**src/rtl/vid_slot_timing_pkg.sv**
```systemverilog
package vid_slot_timing_pkg;

   localparam int unsigned WIDE_SYNC_SLOTS = 17;

   // Sampled display mode for one frame
   typedef struct packed {
      logic wide;
      logic pal;
   } vmode_t;

   // Master-clock length of entry idx of the wide-mode sync schedule
   function automatic logic [4:0] wide_sync_len(input logic [7:0] idx);
      if (idx == 8'd0 || idx == 8'd16) return 5'd19;
      else if (idx[1:0] == 2'b00)      return 5'd18;
      else                             return 5'd20;
   endfunction

endpackage

```
**src/rtl/vst_slot_div.sv**
```systemverilog
module vst_slot_div
   import vid_slot_timing_pkg::*;
#(
   parameter int SLOT_W        = 8,
   parameter int PH_W          = 5,
   parameter int MCLK_WIDE     = 16,
   parameter int MCLK_NARROW   = 20,
   parameter int WIDE_HS_START = 234
) (
   input  logic              clk,
   input  logic              rst,
   input  logic              wide,
   output logic [SLOT_W-1:0] hslot,
   output logic              slot_first
);

   localparam logic [SLOT_W-1:0] HS_LO = SLOT_W'(WIDE_HS_START);
   localparam logic [SLOT_W-1:0] HS_HI = SLOT_W'(WIDE_HS_START + WIDE_SYNC_SLOTS);

   logic [PH_W-1:0]   phase;
   logic [PH_W-1:0]   slot_len;
   logic [SLOT_W-1:0] sync_idx;
   logic              in_sync;

   always_comb begin
      sync_idx = hslot - HS_LO;
      in_sync  = (hslot >= HS_LO) && (hslot < HS_HI);
      if (!wide)        slot_len = PH_W'(MCLK_NARROW);
      else if (in_sync) slot_len = PH_W'(wide_sync_len(8'(sync_idx)));
      else              slot_len = PH_W'(MCLK_WIDE);
   end

   assign slot_first = (phase == '0);

   always_ff @(posedge clk) begin
      if (rst) begin
         phase <= '0;
         hslot <= '0;
      end else if (phase == slot_len - PH_W'(1)) begin
         phase <= '0;
         hslot <= hslot + SLOT_W'(1);
      end else begin
         phase <= phase + PH_W'(1);
      end
   end

endmodule

```
**src/rtl/vst_line_ctr.sv**
```systemverilog
module vst_line_ctr
   import vid_slot_timing_pkg::*;
#(
   parameter int SLOT_W      = 8,
   parameter int LINE_W      = 9,
   parameter int FRAME_W     = 16,
   parameter int LC_WIDE     = 165,
   parameter int LC_NARROW   = 133,
   parameter int NTSC_LINES  = 262,
   parameter int NTSC_ACTIVE = 224,
   parameter int PAL_LINES   = 313,
   parameter int PAL_ACTIVE  = 240,
   parameter int FRAME_OFS   = 8
) (
   input  logic               clk,
   input  logic               rst,
   input  logic               slot_first,
   input  logic [SLOT_W-1:0]  hslot,
   input  logic               wide_in,
   input  logic               pal_in,
   output vmode_t             mode,
   output logic [LINE_W-1:0]  vline,
   output logic [LINE_W-1:0]  first_inact,
   output logic [FRAME_W-1:0] frame_cnt,
   output logic               line_chg
);

   logic [SLOT_W-1:0] lc_slot;
   logic [LINE_W-1:0] last_line;
   logic [LINE_W-1:0] vline_nxt;
   logic              frame_start;

   always_comb begin
      lc_slot     = mode.wide ? SLOT_W'(LC_WIDE) : SLOT_W'(LC_NARROW);
      last_line   = mode.pal ? LINE_W'(PAL_LINES - 1) : LINE_W'(NTSC_LINES - 1);
      first_inact = mode.pal ? LINE_W'(PAL_ACTIVE) : LINE_W'(NTSC_ACTIVE);
      vline_nxt   = (vline == last_line) ? '0 : vline + LINE_W'(1);
      line_chg    = slot_first && (hslot == lc_slot);
      frame_start = slot_first && (hslot == '0) && (vline == '0);
   end

   always_ff @(posedge clk) begin
      if (rst) begin
         mode <= '0;
      end else if (frame_start) begin
         mode.wide <= wide_in;
         mode.pal  <= pal_in;
      end
   end

   always_ff @(posedge clk) begin
      if (rst) begin
         vline     <= '0;
         frame_cnt <= '0;
      end else if (line_chg) begin
         vline <= vline_nxt;
         if (vline_nxt == first_inact + LINE_W'(FRAME_OFS))
            frame_cnt <= frame_cnt + FRAME_W'(1);
      end
   end

endmodule

```
**src/rtl/vst_hv_decode.sv**
```systemverilog
module vst_hv_decode #(
   parameter int SLOT_W        = 8,
   parameter int LINE_W        = 9,
   parameter int WIDE_HS_START = 234,
   parameter int WIDE_HS_SLOTS = 17,
   parameter int NAR_HS_START  = 210,
   parameter int NAR_HS_SLOTS  = 33,
   parameter int HB_WIDE       = 178,
   parameter int HB_NARROW     = 233,
   parameter int VINT_WIDE     = 4,
   parameter int VINT_NARROW   = 23
) (
   input  logic              wide,
   input  logic              slot_first,
   input  logic [SLOT_W-1:0] hslot,
   input  logic [LINE_W-1:0] vline,
   input  logic [LINE_W-1:0] first_inact,
   output logic              hsync,
   output logic              hblank,
   output logic              vint_strobe
);

   // Slot counters are compared at 32 bits so window ends above 255 are legal
   localparam int NUM_MODES = 2;
   localparam int HS_LO [NUM_MODES] = '{NAR_HS_START, WIDE_HS_START};
   localparam int HS_N  [NUM_MODES] = '{NAR_HS_SLOTS, WIDE_HS_SLOTS};
   localparam int HB_LO [NUM_MODES] = '{HB_NARROW, HB_WIDE};
   localparam int VI_AT [NUM_MODES] = '{VINT_NARROW, VINT_WIDE};

   logic [NUM_MODES-1:0] hs_m, hb_m, vi_m;

   for (genvar m = 0; m < NUM_MODES; m++) begin : g_mode
      always_comb begin
         hs_m[m] = (32'(hslot) >= HS_LO[m]) && (32'(hslot) < HS_LO[m] + HS_N[m]);
         hb_m[m] = (32'(hslot) >= HB_LO[m]);
         vi_m[m] = (32'(hslot) == VI_AT[m]);
      end
   end

   assign hsync       = hs_m[wide];
   assign hblank      = hb_m[wide];
   assign vint_strobe = vi_m[wide] && slot_first && (vline == first_inact);

endmodule

```
**src/rtl/vid_slot_timing.sv**
```systemverilog
module vid_slot_timing
   import vid_slot_timing_pkg::*;
#(
   parameter int SLOT_W        = 8,
   parameter int LINE_W        = 9,
   parameter int FRAME_W       = 16,
   parameter int MCLK_WIDE     = 16,
   parameter int MCLK_NARROW   = 20,
   parameter int WIDE_HS_START = 234,
   parameter int NAR_HS_START  = 210,
   parameter int NAR_HS_SLOTS  = 33,
   parameter int HB_WIDE       = 178,
   parameter int HB_NARROW     = 233,
   parameter int VINT_WIDE     = 4,
   parameter int VINT_NARROW   = 23,
   parameter int LC_WIDE       = 165,
   parameter int LC_NARROW     = 133,
   parameter int NTSC_LINES    = 262,
   parameter int NTSC_ACTIVE   = 224,
   parameter int PAL_LINES     = 313,
   parameter int PAL_ACTIVE    = 240,
   parameter int FRAME_OFS     = 8
) (
   input  logic               clk,
   input  logic               rst,
   input  logic               wide_in,
   input  logic               pal_in,
   output logic [SLOT_W-1:0]  hslot,
   output logic [LINE_W-1:0]  vline,
   output logic [FRAME_W-1:0] frame_cnt,
   output logic               hsync,
   output logic               hblank,
   output logic               line_chg,
   output logic               vint_strobe,
   output logic               mode_wide,
   output logic               mode_pal
);

   localparam int MAX_SLOT_LEN = (MCLK_NARROW > MCLK_WIDE) ?
                                 ((MCLK_NARROW > 20) ? MCLK_NARROW : 20) :
                                 ((MCLK_WIDE > 20) ? MCLK_WIDE : 20);
   localparam int PH_W       = $clog2(MAX_SLOT_LEN + 1);
   localparam int SLOTS_LINE = 1 << SLOT_W;

   // Elaboration-time parameter checks
   if (WIDE_HS_START + int'(WIDE_SYNC_SLOTS) > SLOTS_LINE)
      $error("wide sync window exceeds the line");
   if (NAR_HS_START + NAR_HS_SLOTS > SLOTS_LINE)
      $error("narrow sync window exceeds the line");
   if (NTSC_ACTIVE + FRAME_OFS >= NTSC_LINES || PAL_ACTIVE + FRAME_OFS >= PAL_LINES)
      $error("frame step line lies beyond the frame");
   if (PAL_LINES > (1 << LINE_W) || NTSC_LINES > (1 << LINE_W))
      $error("LINE_W too narrow for line count");
   if (MCLK_WIDE < 2 || MCLK_NARROW < 2)
      $error("slot length must be at least two clocks");

   vmode_t            mode;
   logic              slot_first;
   logic [LINE_W-1:0] first_inact;

   vst_slot_div #(
      .SLOT_W       (SLOT_W),
      .PH_W         (PH_W),
      .MCLK_WIDE    (MCLK_WIDE),
      .MCLK_NARROW  (MCLK_NARROW),
      .WIDE_HS_START(WIDE_HS_START)
   ) slot_div_i (
      .clk       (clk),
      .rst       (rst),
      .wide      (mode.wide),
      .hslot     (hslot),
      .slot_first(slot_first)
   );

   vst_line_ctr #(
      .SLOT_W     (SLOT_W),
      .LINE_W     (LINE_W),
      .FRAME_W    (FRAME_W),
      .LC_WIDE    (LC_WIDE),
      .LC_NARROW  (LC_NARROW),
      .NTSC_LINES (NTSC_LINES),
      .NTSC_ACTIVE(NTSC_ACTIVE),
      .PAL_LINES  (PAL_LINES),
      .PAL_ACTIVE (PAL_ACTIVE),
      .FRAME_OFS  (FRAME_OFS)
   ) line_ctr_i (
      .clk        (clk),
      .rst        (rst),
      .slot_first (slot_first),
      .hslot      (hslot),
      .wide_in    (wide_in),
      .pal_in     (pal_in),
      .mode       (mode),
      .vline      (vline),
      .first_inact(first_inact),
      .frame_cnt  (frame_cnt),
      .line_chg   (line_chg)
   );

   vst_hv_decode #(
      .SLOT_W       (SLOT_W),
      .LINE_W       (LINE_W),
      .WIDE_HS_START(WIDE_HS_START),
      .WIDE_HS_SLOTS(int'(WIDE_SYNC_SLOTS)),
      .NAR_HS_START (NAR_HS_START),
      .NAR_HS_SLOTS (NAR_HS_SLOTS),
      .HB_WIDE      (HB_WIDE),
      .HB_NARROW    (HB_NARROW),
      .VINT_WIDE    (VINT_WIDE),
      .VINT_NARROW  (VINT_NARROW)
   ) hv_decode_i (
      .wide       (mode.wide),
      .slot_first (slot_first),
      .hslot      (hslot),
      .vline      (vline),
      .first_inact(first_inact),
      .hsync      (hsync),
      .hblank     (hblank),
      .vint_strobe(vint_strobe)
   );

   assign mode_wide = mode.wide;
   assign mode_pal  = mode.pal;

endmodule

```
**config.mk**
```make
export PLATFORM = sky130hd
export DESIGN_NAME = vid_slot_timing
export DESIGN_NICKNAME = d
export VERILOG_FILES = /design/src/rtl/vid_slot_timing_pkg.sv /design/src/rtl/vst_slot_div.sv /design/src/rtl/vst_line_ctr.sv /design/src/rtl/vst_hv_decode.sv /design/src/rtl/vid_slot_timing.sv
export SDC_FILE = /design/constraint.sdc
export NUM_CORES = 1
export LEC_CHECK = 0
export ABC_AREA = 1
export BUFFER_PORTS_ARGS = -buffer_cell sky130_fd_sc_hd__clkbuf_2
export CORE_MARGIN = 8
export CORE_UTILIZATION = 54
export CTS_BUF_LIST = sky130_fd_sc_hd__clkbuf_2 sky130_fd_sc_hd__clkbuf_4 sky130_fd_sc_hd__clkbuf_8
export CTS_CLUSTER_DIAMETER = 200
export DETAILED_ROUTE_END_ITERATION = 8
export PLACE_DENSITY = 0.77
export SLEW_MARGIN = 0
export SYNTH_ARGS = -nofsm -noshare
export SYNTH_HDL_FRONTEND = slang
export SYNTH_SLANG_ARGS = --single-unit
```
**constraint.sdc**
```tcl
create_clock -name clk -period 3 [get_ports clk]
set_input_delay 0.15 -clock clk [delete_from_list [all_inputs] [get_ports clk]]
set_output_delay 0.15 -clock clk [all_outputs]
set_load 0.1 [all_outputs]
```
### Yosys cells after proc, flatten, opt, wreduce, memory -nomap -nowiden

Cells that the tools add are included.

* output and inout port bits: 39
* bits in registers: 40
* word-level logic and storage cells: 60
* input port bits: 4

* equal/unequal tests: 8
* $lt $le $gt $ge: 9
* mux-type cells: 14
* reduce and logical (&&, ||, !) cells: 16
* $add $sub $neg: 7

Operators by type and width (count)
* 8-bit >= comparator, second input constant: 5
* 8-bit < comparator, second input constant: 3
* 5-bit 2-to-1 mux: 4
* 9-bit equality test: 2
* 16-bit by 1-bit adder with 16-bit output, second input constant: 1
* 8-bit by 5-bit equality test with 1-bit output, second input constant: 2
* 8-bit zero test: 2
* 6-bit 2-to-1 mux: 2
* 9-bit by 1-bit adder with 9-bit output, second input constant: 1
* 9-bit by 4-bit adder with 9-bit output, second input constant: 1
* 9-bit by 8-bit equality test with 1-bit output: 1
* 9-bit zero test: 1
* 9-bit 2-to-1 mux: 1
* 8-bit by 1-bit adder with 8-bit output, second input constant: 1
* 8-bit by 3-bit equality test with 1-bit output, second input constant: 1
* 8-bit equality test: 1
* 1-bit logical AND: 8
* 8-bit subtractor, second input constant: 1
* 1-bit 2-to-1 mux: 6
* 5-bit by 1-bit adder with 5-bit output, second input constant: 1
* 5-bit equality test: 1
* 5-bit zero test: 1
* 5-bit by 1-bit subtractor with 5-bit output, second input constant: 1
* 3-bit 2-to-1 mux: 1
* 5 further kinds: 5

### Depth between registers and ports, before layout

* depth after elaboration: 9
* gate-level depth with buffers: 21
* depth with buffers taken out: 20

### Hierarchy

From an unflattened synthesis, not the netlist that was laid out.

* cell total of the unflattened synthesis: 534
* area, all modules: 3298.2 um2

Modules (own cells, without submodules)
* vst_line_ctr: instances 1, cells each 301, area each 1891.8 um2, sequential area each 540.5 um2
* vst_slot_div: instances 1, cells each 147, area each 1044.8 um2, sequential area each 260.2 um2
* vst_hv_decode: instances 1, cells each 86, area each 361.6 um2, sequential area each 0.0 um2

### Worst setup path before layout

OpenSTA, ideal clock, no wires.

* path kind: register to output
* start point: register slot_div_i.hslot[3]
* end point: output port hsync
* stages on the path, launching flop included: 8
* required time: 2.850 ns
* path buffers: 1
* setup slack: -1.828 ns
* arrival: 4.678 ns
* cell sequence: dfxtp_1 > buf_2 > inv_2 > nand2_1 > nor2_1 > inv_1 > o31ai_1 > o41ai_1

* word-level cells in the longest chain between the ends: 4
* elaborated cells on any way between the ends: 8
* those cells by class: 4 x order compare; 2 x mux; 2 x reduce/logical

RTL lines
* start, declared: RTL line vst_slot_div.sv:13 `output logic [SLOT_W-1:0] hslot,`
* start signal, assigned: RTL line vst_slot_div.sv:41 `hslot <= hslot + SLOT_W'(1);`
* 8-bit >= comparator or 8-bit < comparator (tied branches): RTL line vst_hv_decode.sv:34 `hs_m[m] = (32'(hslot) >= HS_LO[m]) && (32'(hslot) < HS_LO[m] + HS_N[m]);`
* 1-bit logical AND: RTL line vst_hv_decode.sv:34
* 1-bit 2-to-1 mux (implied by the code) * (2 in series): RTL line vst_hv_decode.sv:40 `assign hsync = hs_m[wide];`
* end, declared: RTL line vid_slot_timing.sv:31 `output logic hsync,`

Mark *: on every way between the ends. The rest lies on a longest branch, timed or not. The select of a mux whose other input is x is not followed.

### Worst setup path in the final report

* start point: register slot_div_i.hslot[1]
* end point: register slot_div_i.hslot[2]

* word-level cells in the longest chain between the ends: 8
* elaborated cells on any way between the ends: 15
* those cells by class: 3 x add/sub; 2 x order compare; 2 x eq/ne; 4 x mux; 4 x reduce/logical

RTL lines
* 8-bit subtractor: RTL line vst_slot_div.sv:26 `sync_idx = hslot - HS_LO;`
* 8-bit by 5-bit equality test with 1-bit output, or another cell as far along: RTL line vid_slot_timing_pkg.sv:13 `if (idx == 8'd0 || idx == 8'd16) return 5'd19;`
* 1-bit logical OR or 3-bit 2-to-1 mux (tied branches): RTL line vid_slot_timing_pkg.sv:13, vid_slot_timing_pkg.sv:14
* 5-bit 2-to-1 mux: RTL line vid_slot_timing_pkg.sv:13
* 5-bit 2-to-1 mux: RTL line vst_slot_div.sv:29 `else if (in_sync) slot_len = PH_W'(wide_sync_len(8'(sync_idx)));`
* 5-bit 2-to-1 mux: RTL line vst_slot_div.sv:28 `if (!wide) slot_len = PH_W'(MCLK_NARROW);`
* 5-bit by 1-bit subtractor with 5-bit output: RTL line vst_slot_div.sv:39 `end else if (phase == slot_len - PH_W'(1)) begin`
* 5-bit equality test: RTL line vst_slot_div.sv:39

Parallel ways exist; a longest one is shown, timed or not.
A chain may end at the register's enable or synchronous reset.

==> load_flow_metrics.sql <==
INSERT INTO impl_metrics (metric_group, metric, value, unit) VALUES
('layout', 'multi_input_comb_area', '0.00206', 'mm2'),
('cts', 'clockBufferDepth', '2', ''),
('synthesis', 'synth_top_cell_area_share', '25.4', '%'),
('run_status', 'outcome', 'completed', ''),
('die', 'floorplan.io_pins', '43', ''),
('routing', 'detail_route.wirelength', '8870', 'um'),
('grt', 'wire_length_of_the_first_global_routing_pass', '15000', 'um'),
('layout', 'layout-drive-gt1-share', '24.2', '%'),
('cts', 'clock_tree_from_tritoncts', 'done', ''),
('placed_design', 'place_congestion', '0.913', ''),
('grt', 'grt_max_degree', '26', ''),
('timing', 'timing.final.crit_share', '95.2', '%'),
('job', 'max_cap_violations', '0', ''),
('synthesis', 'netlist.top_cell.by_area', 'sky130_fd_sc_hd__dfxtp_1', ''),
('synthesis', 'ys_ff_latch', '40', ''),
('grt', 'grt_pass1_vias', '3233', ''),
('critical_path', 'startpoint_type', 'register', ''),
('die', 'fp.coreArea', '0.00578', 'mm2'),
('routing', 'drtIter0Drc', '219', ''),
('cts', 'clkLatencyLatePin', '300', 'ps'),
('synthesis', 'share_of_synthesized_registers_carrying_an_async_set_or_reset', '0', '%'),
('layout', 'sequential_cell_area', '817', 'um2'),
('timing', 'timing.clock.skew', '7.48', 'ps'),
('cts', 'post_cts_hold_buffer_count', '0', ''),
('critical_path', 'endpoint_class_of_the_critical_path', 'register', ''),
('routing', 'route.antenna.remaining_nets', '0', ''),
('synthesis', 'mappedNetlistArea', '0.00316', 'mm2'),
('synthesis', 'synth_enable_flop_cells', '0', ''),
('synthesis', 'synth_top_cells_by_area', 'sky130_fd_sc_hd__dfxtp_1 (25%), sky130_fd_sc_hd__nand2_1 (14%), sky130_fd_sc_hd__inv_1 (8.1%)', ''),
('placed_design', 'hpwlAfterDp', '6550', 'um'),
('timing', 'worstMarginPinSlew', '644', 'ps'),
('grt', 'grt_overflow_total', '0', ''),
('die', 'initial_utilization', '54.6', '%'),
('cts', 'cts_max_level', '2', ''),
('die', 'rows', '28', ''),
('die', 'die_width', '92.5', 'um'),
('power_and_ir_drop', 'cellPowerDensity', '310', 'mW/mm2'),
('critical_path', 'worstPathMaxFanout', '7', ''),
('power_and_ir_drop', 'vdd_drop_max', '0.321', 'mV'),
('die', 'fp.dieArea', '0.00855', 'mm2'),
('cts', 'cts_root_buf', 'sky130_fd_sc_hd__clkbuf_8', ''),
('cts', 'cts.sinks', '40', ''),
('placed_design', 'portBuffers', '42', ''),
('timing', 'post-route-min-period', '2860', 'ps'),
('grt', 'grt_antenna_before_repair', '0', ''),
('synthesis', 'yosys_warnings', '0', ''),
('synthesis', 'synth_common_cells', 'sky130_fd_sc_hd__nand2_1 (117), sky130_fd_sc_hd__inv_1 (68), sky130_fd_sc_hd__nor2_1 (48)', ''),
('timing', 'report.final.slew_viol_count', '0', ''),
('synthesis', 'post_synth_inst_count', '491', ''),
('timing', 'worst_slew_margin_rel', '57.1', '%'),
('die', 'die_height', '92.5', 'um'),
('synthesis', 'synth_most_common_cell', 'sky130_fd_sc_hd__nand2_1', ''),
('synthesis', 'yosys.cell_types.count', '38', ''),
('timing', 'finalSetupViolations', '0', ''),
('critical_path', 'timing_worst_setup_path_type', 'register to register', ''),
('grt', 'track_usage', '20.8', '%'),
('routing', 'num_vias', '3391', ''),
('layout', 'synthToLayoutAreaGrowth', '17.2', '%'),
('critical_path', 'worst-endpoint-arrival', '3010', 'ps'),
('power_and_ir_drop', 'cellLeakagePower', '0.00170', 'uW'),
('routing', 'detail_route.drc_violations', '0', ''),
('cts', 'clkTransAtPathRegs', '90', 'ps'),
('timing', 'hold_ws', '101', 'ps'),
('worst_hold_path', 'min_path_type', 'input port to register', ''),
('routing', 'drt_first_pass_iters', '7', ''),
('synthesis', 'synthesis.area_per_instance', '6.43', 'um2'),
('layout', 'n_fill_cell', '552', ''),
('timing', 'max_freq', '0.350', 'GHz'),
('routing', 'wl_per_cell', '14.3', 'um'),
('synthesis', 'seq_area_frac_synth', '25.4', '%'),
('layout', 'nets', '563', ''),
('synthesis', 'dominantRegCellSynth', 'sky130_fd_sc_hd__dfxtp_1', ''),
('timing', 'setup_ws', '143', 'ps'),
('cts', 'cts_made_buffers', '5', ''),
('critical_path', 'data_required_time_at_the_worst_endpoint', '3160', 'ps'),
('placed_design', 'detailedPlace.worstSlack', '3.75', 'ps'),
('layout', 'antenna_cells_inserted', '0', ''),
('synthesis', 'synth_fp_nets', '510', ''),
('routing', 'routed_via_density', '5.47', ''),
('timing', 'hold_violations', '0', '');
[per-stage QoR]
step / power (uW) / cell area, um2 / utilization [%] / instances / TNS (ps)
finish: 1150 / 3700 / 64.0 / 620 / 0
global route: 1190 / 3700 / 64.0 / 620 / -433
CTS: 1150 / 3660 / 63.3 / 617 / 0
detailed placement: 692 / 3520 / 60.9 / 606 / 0
global placement: 690 / 3520 / 60.9 / 606 / 0
floorplan: 666 / 3210 / - / 491 / 0
[layer usage]
| layer | vias up | share of wire [%] | GRT usage (%) |
|---|---|---|---|
| met1 | 1591 | 45 | 26.5 |
| met4 | 0 | 0.96 | 6.04 |
| met5 | - | 0 | 0 |
| met3 | 12 | 5.3 | 3.96 |
| li1 | 1690 | - | - |
| met2 | 98 | 48 | 34.9 |
[flip-flops by register name (all words and copies together) (netlist names)]
signal and count:
line_ctr_i.frame_cnt 16, line_ctr_i.vline 9, slot_div_i.hslot 8, slot_div_i.phase 5, line_ctr_i.mode 2
[power breakdown]
group	switching, uW	internal (uW)	total [uW]	leakage, uW
registers	16.8	537	554	0.000328
logic	97.3	34.4	132	0.00132
clock network	212	251	463	0.0000548
[kinds of logic after synthesis]
logic type,count (synthesis),share of synthesized area (%)
DFF,40,25.4
xor gates and xnor gates,17,4.71
buffers and inverters,90,11.5
AOI/OAI and AO/OA,52,9.35
and+or+nand+nor,277,43.1
adders and majority gates,15,5.94
[cells in the final DEF (no fill, tap or decap), drive strengths merged, types with 3 or more instances in the layout]
cell | Yosys | layout
nor4 | 6 | 6
nand3 | 52 | 52
nor3 | 8 | 8
nor2 | 61 | 62
nor3b | 3 | 3
nand4 | 14 | 14
clkbuf | 4 | 47
o21ai | 11 | 11
dfxtp | 40 | 40
a211oi | 5 | 5
xor2 | 12 | 12
a21oi | 30 | 30
nand2 | 128 | 129
inv | 77 | 78
buf | 9 | 15
xnor2 | 5 | 5
ha | 15 | 15
[critical path: stages (launching register included)]
cell	delay, ps
sky130_fd_sc_hd__dfxtp_4	360
sky130_fd_sc_hd__buf_4	160
sky130_fd_sc_hd__ha_1	190
sky130_fd_sc_hd__o211ai_1	270
sky130_fd_sc_hd__nand3_2	210
sky130_fd_sc_hd__nor2_2	150
sky130_fd_sc_hd__inv_1	50
sky130_fd_sc_hd__ha_1	190
sky130_fd_sc_hd__ha_1	280
sky130_fd_sc_hd__xnor2_1	140
sky130_fd_sc_hd__nor3_2	150
sky130_fd_sc_hd__nand2_2	140
sky130_fd_sc_hd__nor2_8	190
sky130_fd_sc_hd__nand2_2	100
sky130_fd_sc_hd__nand2_1	70
sky130_fd_sc_hd__a21oi_1	60
[path summary, 6_finish.rpt]
path,start,endpoint,slack [ps],depth (start not counted)
worst max-delay path,slot_div_i.hslot[1],slot_div_i.hslot[2],140,15
worst min-delay path,wide_in,line_ctr_i.mode[1],100,3
worst max register to register,slot_div_i.hslot[1],slot_div_i.hslot[2],140,15
worst min register to register,slot_div_i.hslot[0],slot_div_i.hslot[0],510,2
[final cells by class]
cell class	count	share of cell area, %
Clock inverter	3	1.25
Multi-Input combinational cell	363	55.7
Clock buffer	5	1.86
Timing Repair Buffer	57	8.73
Inverter	77	7.81
Tap cell	75	2.54
Sequential cell	40	22.1
[timing repair]
item                       in CTS  in global routing
pin swaps                       0                  6
cloned                          0                  2
buffers inserted                3                  1
setup endpoints to repair       7                 13
gates resized for setup         0                  6
No activity file was read; power rests on OpenSTA's default activity.
